**config.mk**
```make
export PLATFORM = sky130hd
export DESIGN_NAME = uart_mp_core
export DESIGN_NICKNAME = d
export VERILOG_FILES = /design/src/rtl/uart_mp_pkg.sv /design/src/rtl/uart_mp_tx.sv /design/src/rtl/uart_mp_rx.sv /design/src/rtl/uart_mp_core.sv
export SDC_FILE = /design/constraint.sdc
export NUM_CORES = 1
export LEC_CHECK = 0
export BUFFER_PORTS_ARGS = -buffer_cell sky130_fd_sc_hd__buf_2
export CORE_MARGIN = 4
export CORE_UTILIZATION = 60
export CTS_BUF_LIST = sky130_fd_sc_hd__clkbuf_8 sky130_fd_sc_hd__clkbuf_16
export DETAILED_ROUTE_END_ITERATION = 8
export PLACE_DENSITY = 0.89
export REMOVE_ABC_BUFFERS = 1
export SKIP_LAST_GASP = 1
export SLEW_MARGIN = 30
export SYNTH_ARGS = -nofsm -noshare
export SYNTH_HDL_FRONTEND = slang
export SYNTH_SLANG_ARGS = --single-unit
```
**constraint.sdc**
```tcl
create_clock -name clk -period 3 [get_ports clk]
set_input_delay 0.6 -clock clk [delete_from_list [all_inputs] [get_ports clk]]
set_output_delay 0.6 -clock clk [all_outputs]
set_load 0.01 [all_outputs]
```
**src/rtl/uart_mp_pkg.sv**
```systemverilog
package uart_mp_pkg;

  localparam int unsigned CTL_W   = 8;
  localparam int unsigned BYTE_W  = 8;

  localparam logic ADDR_CTRL = 1'b0;
  localparam logic ADDR_DATA = 1'b1;

  localparam int unsigned CB_RI   = 0;
  localparam int unsigned CB_TI   = 1;
  localparam int unsigned CB_RB8  = 2;
  localparam int unsigned CB_TB8  = 3;
  localparam int unsigned CB_REN  = 4;
  localparam int unsigned CB_SM2  = 5;
  localparam int unsigned CB_MLO  = 6;
  localparam int unsigned CB_MHI  = 7;

  typedef enum logic {
    RX_IDLE   = 1'b0,
    RX_ACTIVE = 1'b1
  } rx_state_t;

  function automatic logic mode_is_nine(input logic [1:0] mode);
    return mode[1];
  endfunction

endpackage

```
**src/rtl/uart_mp_tx.sv**
```systemverilog
module uart_mp_tx #(
  parameter int unsigned OVS    = 16,
  parameter int unsigned BYTE_W = 8
) (
  input  logic              clk,
  input  logic              rst_n,
  input  logic              tick_i,
  input  logic              start_i,
  input  logic [BYTE_W-1:0] data_i,
  input  logic              nine_i,
  input  logic              b9_i,
  output logic              txd_o,
  output logic              busy_o,
  output logic              done_o
);

  localparam int unsigned PW     = $clog2(OVS);
  localparam int unsigned FRM_W  = BYTE_W + 3;
  localparam int unsigned CNT_W  = $clog2(FRM_W + 1);

  logic [FRM_W-1:0] shreg;
  logic [PW-1:0]    phase;
  logic [CNT_W-1:0] bits_left;
  logic             busy_q;
  logic             bit_end;

  assign bit_end = busy_q && tick_i && (phase == PW'(OVS - 1));
  assign done_o  = bit_end && (bits_left == CNT_W'(1));
  assign txd_o   = shreg[0];
  assign busy_o  = busy_q;

  always_ff @(posedge clk or negedge rst_n) begin
    if (!rst_n) begin
      shreg     <= '1;
      phase     <= '0;
      bits_left <= '0;
      busy_q    <= 1'b0;
    end else if (!busy_q) begin
      if (start_i) begin
        shreg     <= {1'b1, (nine_i ? b9_i : 1'b1), data_i, 1'b0};
        bits_left <= nine_i ? CNT_W'(BYTE_W + 3) : CNT_W'(BYTE_W + 2);
        phase     <= '0;
        busy_q    <= 1'b1;
      end
    end else if (tick_i) begin
      phase <= phase + 1'b1;
      if (bit_end) begin
        shreg     <= {1'b1, shreg[FRM_W-1:1]};
        bits_left <= bits_left - 1'b1;
        if (bits_left == CNT_W'(1)) busy_q <= 1'b0;
      end
    end
  end

  AST_TX_IDLE_HIGH: assert property (@(posedge clk) disable iff (!rst_n)
    !busy_q |-> txd_o) else $error("idle line low");

  AST_TX_STOP_HIGH: assert property (@(posedge clk) disable iff (!rst_n)
    done_o |-> txd_o) else $error("stop bit low");

  AST_TX_LOAD_IGNORED: assert property (@(posedge clk) disable iff (!rst_n)
    (busy_q && start_i && !tick_i) |=> $stable(shreg)) else $error("load while busy");

endmodule

```
**src/rtl/uart_mp_rx.sv**
```systemverilog
module uart_mp_rx
  import uart_mp_pkg::*;
#(
  parameter int unsigned OVS    = 16,
  parameter int unsigned SYNC   = 2,
  parameter int unsigned BYTE_W = 8
) (
  input  logic              clk,
  input  logic              rst_n,
  input  logic              tick_i,
  input  logic              en_i,
  input  logic              nine_i,
  input  logic              line_i,
  output logic              done_o,
  output logic [BYTE_W-1:0] data_o,
  output logic              bit9_o,
  output logic              stop_o
);

  localparam int unsigned PW    = $clog2(OVS);
  localparam int unsigned MID   = OVS / 2;
  localparam int unsigned SMP_A = MID - 1;
  localparam int unsigned SMP_C = MID + 1;
  localparam int unsigned IW    = $clog2(BYTE_W + 3);

  logic [SYNC-1:0] sync_q;
  logic            line_s;
  logic            last_q;
  rx_state_t       state;
  logic [PW-1:0]   phase;
  logic [IW-1:0]   idx;
  logic            smp_a, smp_b, maj;
  logic [BYTE_W-1:0] shreg;
  logic            bit9_q;

  assign line_s = sync_q[SYNC-1];
  assign maj    = (smp_a & smp_b) | (smp_a & line_s) | (smp_b & line_s);

  always_ff @(posedge clk or negedge rst_n) begin
    if (!rst_n) sync_q <= '1;
    else        sync_q <= {sync_q[SYNC-2:0], line_i};
  end

  always_ff @(posedge clk or negedge rst_n) begin
    if (!rst_n) begin
      last_q <= 1'b1;
      state  <= RX_IDLE;
      phase  <= '0;
      idx    <= '0;
      smp_a  <= 1'b1;
      smp_b  <= 1'b1;
      shreg  <= '0;
      bit9_q <= 1'b0;
      done_o <= 1'b0;
      data_o <= '0;
      bit9_o <= 1'b0;
      stop_o <= 1'b0;
    end else begin
      done_o <= 1'b0;
      if (tick_i) last_q <= line_s;
      if (!en_i) begin
        state <= RX_IDLE;
      end else if (tick_i) begin
        case (state)
          RX_IDLE: begin
            if (last_q && !line_s) begin
              state <= RX_ACTIVE;
              phase <= '0;
              idx   <= '0;
            end
          end
          RX_ACTIVE: begin
            phase <= phase + 1'b1;
            if (phase == PW'(SMP_A)) smp_a <= line_s;
            if (phase == PW'(MID))   smp_b <= line_s;
            if (phase == PW'(SMP_C)) begin
              idx <= idx + 1'b1;
              if (idx == '0) begin
                if (maj) state <= RX_IDLE;
              end else if (idx <= IW'(BYTE_W)) begin
                shreg <= {maj, shreg[BYTE_W-1:1]};
              end else if (nine_i && idx == IW'(BYTE_W + 1)) begin
                bit9_q <= maj;
              end else begin
                stop_o <= maj;
                data_o <= shreg;
                bit9_o <= bit9_q;
                done_o <= 1'b1;
                state  <= RX_IDLE;
              end
            end
          end
          default: state <= RX_IDLE;
        endcase
      end
    end
  end

  AST_RX_OFF_IDLE: assert property (@(posedge clk) disable iff (!rst_n)
    !en_i |=> (state == RX_IDLE)) else $error("rx active while disabled");

  AST_RX_DONE_FROM_ACTIVE: assert property (@(posedge clk) disable iff (!rst_n)
    done_o |-> ($past(state) == RX_ACTIVE && $past(en_i))) else $error("done without frame");

endmodule

```
**src/rtl/uart_mp_core.sv**
```systemverilog
module uart_mp_core
  import uart_mp_pkg::*;
#(
  parameter int unsigned OVS  = 16,
  parameter int unsigned SYNC = 2
) (
  input  logic              clk,
  input  logic              rst_n,
  input  logic              reg_addr,
  input  logic              reg_wr,
  input  logic [CTL_W-1:0]  reg_wdata,
  output logic [CTL_W-1:0]  reg_rdata,
  input  logic              tx_tick16,
  input  logic              rx_tick16,
  output logic              txd,
  input  logic              rxd,
  output logic              irq
);

  logic [1:0]        mode_q;
  logic              sm2_q, ren_q, tb8_q, rb8_q, ti_q, ri_q;
  logic [BYTE_W-1:0] rbuf_q;
  logic [CTL_W-1:0]  ctrl_word;
  logic              ctrl_wr, data_wr, nine;
  logic              tx_busy, tx_done;
  logic              rx_done, rx_bit9, rx_stop, rx_accept, rx_rb8;
  logic [BYTE_W-1:0] rx_data;

  assign ctrl_wr = reg_wr && (reg_addr == ADDR_CTRL);
  assign data_wr = reg_wr && (reg_addr == ADDR_DATA);
  assign nine    = mode_is_nine(mode_q);

  assign ctrl_word = {mode_q, sm2_q, ren_q, tb8_q, rb8_q, ti_q, ri_q};
  assign reg_rdata = (reg_addr == ADDR_DATA) ? rbuf_q : ctrl_word;
  assign irq       = ti_q | ri_q;

  assign rx_rb8    = nine ? rx_bit9 : rx_stop;
  assign rx_accept = rx_done && (!sm2_q || rx_rb8);

  uart_mp_tx #(.OVS(OVS), .BYTE_W(BYTE_W)) u_tx (
    .clk     (clk),
    .rst_n   (rst_n),
    .tick_i  (tx_tick16),
    .start_i (data_wr),
    .data_i  (reg_wdata),
    .nine_i  (nine),
    .b9_i    (tb8_q),
    .txd_o   (txd),
    .busy_o  (tx_busy),
    .done_o  (tx_done)
  );

  uart_mp_rx #(.OVS(OVS), .SYNC(SYNC), .BYTE_W(BYTE_W)) u_rx (
    .clk     (clk),
    .rst_n   (rst_n),
    .tick_i  (rx_tick16),
    .en_i    (ren_q),
    .nine_i  (nine),
    .line_i  (rxd),
    .done_o  (rx_done),
    .data_o  (rx_data),
    .bit9_o  (rx_bit9),
    .stop_o  (rx_stop)
  );

  always_ff @(posedge clk or negedge rst_n) begin
    if (!rst_n) begin
      mode_q <= '0;
      sm2_q  <= 1'b0;
      ren_q  <= 1'b0;
      tb8_q  <= 1'b0;
      rb8_q  <= 1'b0;
      ti_q   <= 1'b0;
      ri_q   <= 1'b0;
      rbuf_q <= '0;
    end else begin
      if (ctrl_wr) begin
        mode_q <= reg_wdata[CB_MHI:CB_MLO];
        sm2_q  <= reg_wdata[CB_SM2];
        ren_q  <= reg_wdata[CB_REN];
        tb8_q  <= reg_wdata[CB_TB8];
        rb8_q  <= reg_wdata[CB_RB8];
        ti_q   <= reg_wdata[CB_TI];
        ri_q   <= reg_wdata[CB_RI];
      end
      if (tx_done) ti_q <= 1'b1;
      if (rx_accept) begin
        rbuf_q <= rx_data;
        rb8_q  <= rx_rb8;
        ri_q   <= 1'b1;
      end
    end
  end

  AST_TI_SOURCE: assert property (@(posedge clk) disable iff (!rst_n)
    $rose(ti_q) |-> ($past(tx_done) || $past(ctrl_wr && reg_wdata[CB_TI]))) else $error("TI spurious");

  AST_RI_SOURCE: assert property (@(posedge clk) disable iff (!rst_n)
    $rose(ri_q) |-> ($past(rx_done) || $past(ctrl_wr && reg_wdata[CB_RI]))) else $error("RI spurious");

  AST_ADDR_FILTER: assert property (@(posedge clk) disable iff (!rst_n)
    (rx_done && nine && sm2_q && !rx_bit9 && !ctrl_wr) |=> ($stable(ri_q) && $stable(rbuf_q))) else $error("filter leak");

  AST_STOP_FILTER: assert property (@(posedge clk) disable iff (!rst_n)
    (rx_done && !nine && sm2_q && !rx_stop && !ctrl_wr) |=> ($stable(ri_q) && $stable(rbuf_q))) else $error("stop filter leak");

  AST_TX_FLAG_WINS: assert property (@(posedge clk) disable iff (!rst_n)
    tx_done |=> ti_q) else $error("TI lost");

endmodule

```
==> impl_metrics.json <==
{
  "cts_root_buf": "clkbuf_8",
  "antenna_found_initial": 0,
  "numCtsBuffers": 9,
  "worst_pin_slew_ns": 0.655,
  "synth_top_cell_by_area": "dfrtp_1",
  "cp_max_fo": 11,
  "wl_per_cell_um": 15.8,
  "yosys_register_bits": 69,
  "required_ns": 3.23,
  "synth.cell_area_um2": 3200,
  "path_cells": "inv_1 > ha_1 > a21oi_1 > o21ai_0 > nand2b_1 > mux2_2",
  "crit_type": "flip-flop to flip-flop",
  "cts-htree-levels": 3,
  "layout_worst_path_cycle_share": 0.659,
  "dr.pass1.iters": 4,
  "hpwl_um": 4310,
  "ys_top_cells_by_area": "dfrtp_1, mux2_2, dfstp_2",
  "drt_iter0_drc": 71,
  "worst_setup_path_start_kind": "flip-flop",
  "cts_setup_buffers": 0,
  "viasPerCell": 5.50,
  "ff2ff_setup_slack_ns": 1.02,
  "fmax_mhz": 506,
  "worstSetupEndpointType": "flip-flop",
  "worstSkewPairLatency_ns": 0.34,
  "drt_wl_total_um": 5870,
  "clk_pin_slew_ns": 0.08,
  "vdd_drop_max_v": 0.000410,
  "coreArea_um2": 5140,
  "met1_length_um": 2690,
  "finalPower_mw": 2.34,
  "cts.path.max_buffers": 2,
  "reg2reg_depth": 6,
  "postCtsResizedCells": 0,
  "maxCapViolations": 0,
  "critPathSlowestCell": "nand2b_1",
  "fin_ws_ns": 1.02,
  "grtUsageTotal": 0.208,
  "grt-ovfl-total": 0,
  "ys_types": 44,
  "worst_clock_skew_ns": 0.0102,
  "p_per_area_nw_per_um2": 648,
  "route.met3.wl_um": 169,
  "n_antenna_cell": 0,
  "place_ws_ns": 1.02,
  "worstSetupStartpoint": "u_rx.idx[0]",
  "finalSetupTns_ns": 0,
  "topRoutingLayerUsed": "met4",
  "stdcell_area_um2": 3620,
  "drv_slew": 0,
  "setup_viol": 0,
  "rr_endpoint": "u_rx.data_o[2]",
  "drc_errors": 0,
  "cts.sinks": 69,
  "hold_viol_final": 0,
  "hold_buffers": 0,
  "synth_common_cells": "dfrtp_1, mux2_2, nand2_1",
  "grt_max_degree": 27,
  "cts_tree": "done",
  "placed_cell_area_um2": 3390,
  "arrival_ns": 2.20,
  "start_util": 0.623,
  "grt_pass1_vias": 2164,
  "syn_to_final_growth_pct": 12.9,
  "drive_above_1_share": 0.362,
  "synth_top_area_frac": 0.422,
  "slew-limit-headroom": 0.559,
  "synth_top_flop_cell": "dfrtp_1",
  "chipWidth_um": 81.1,
  "timing.rr.start": "u_rx.idx[0]",
  "synth_cells": 266,
  "yosysSeqAreaShare": 0.545,
  "min_period_ns": 1.98,
  "ant_nets": 0,
  "ioPinCount": 25,
  "portBuffers": 24,
  "outcome": "complete, no violations",
  "postLayoutCoreUtil": 0.704,
  "synth_most_common_cell": "dfrtp_1",
  "total_leakage_power_nw": 1.78,
  "async_flop_share": 1.00,
  "grt_pass1_wl_um": 10200,
  "die_y_um": 81.1,
  "rows": 26,
  "nFillCells": 370,
  "ys_warn_count": 0,
  "die_area_um2": 6570,
  "hp-class": "primary input to asynchronous set/reset pin",
  "num-nets-final": 320,
  "rsz0062_at_grt": "false",
  "routabilityCongestion": 0.867,
  "wl_met2_um": 2930,
  "synth_edf_count": 0,
  "avgSynthCellArea_um2": 12.0,
  "slowest_delay_ns": 0.47,
  "vias": 2042
}
how the worst max path moves through the flow:
stage	endpoint	slack (ns)	depth (start not counted)
after CTS	u_rx.data_o[4]	1.02	6
after global placement	reg_rdata[7]	1.05	3
after global routing	rbuf_q[3]	0.88	4
after floorplan	u_tx.bits_left[0]	0.96	4
final	u_rx.data_o[2]	1.02	6
after detailed placement	u_rx.data_o[2]	1.02	6
per-layer routing:
layer  global-route usage  vias up
met5                    0        -
met4               0.0676        0
met3               0.0632        6
met2                0.345       29
met1                0.260     1004
li1                     -     1003
stage by stage:
step                hold WS, ns  cells
finish                    0.199    371
detailed placement        0.348    355
global placement          0.345    355
global route              0.214    371
floorplan                 0.304    256
CTS                       0.200    371
power breakdown:
part	leakage [nW]	total (mW)	internal (mW)	switching (mW)
sequential	0.871	1.19	1.09	0.104
combinational	0.801	0.320	0.152	0.168
clock	0.110	0.832	0.472	0.360
critical path: cells and delay by family, from the launching register on:
kind | cells | cell delay (ns)
and+or+nand+nor | 1 | 0.47
muxes | 1 | 0.40
buffers and inverters | 1 | 0.11
DFF | 1 | 0.43
AOI/OAI and AO/OA | 2 | 0.27
adders and majority gates | 1 | 0.20
area by class of cell:
class	instances	area [um2]	area share
timing repair buffer	29	158	0.0436
inverter	13	48.8	0.0135
tap	70	87.6	0.0242
clock buffer	9	124	0.0342
clock inverter	7	98.8	0.0273
multi-input combinational	174	1360	0.375
sequential	69	1750	0.483
logic make-up after synthesis:
family,after synthesis,synth area share
AOI/OAI and AO/OA,39,0.0746
xor gates and xnor gates,4,0.0109
adders and majority gates,10,0.0383
buffers and inverters,23,0.0324
DFF,69,0.545
muxes,54,0.186
and+or+nand+nor,67,0.113
cells in the final DEF, fill, tap and decap left out, drive strengths merged, types with 2 or more instances in the layout:
cell type and n:
dfrtp 54, xnor2 3, nand4 3, nor2 10
or4 2, o31ai 3, and2 3, nor2b 3
clkbuf 9, nor3b 2, mux2i 10, a21oi 6
o21ai 18, and4 2, a21o 2, nand2 21
buf 29, nor3 3, dfstp 15, bufinv 2
nand3 9, ha 9, inv 14, a211oi 2
mux2 44, nand3b 3, clkinv 3, nand2b 3
state kept, by name, indices dropped and copies added (netlist names), 2 cells and up:
signal,flops
u_rx.sync_q,2
u_tx.bits_left,4
u_tx.shreg,10
u_tx.phase,4
u_rx.phase,4
u_rx.shreg,8
u_rx.data_o,8
rbuf_q,8
mode_q,2
u_rx.idx,4
No activity file was read; power rests on OpenSTA's default activity.
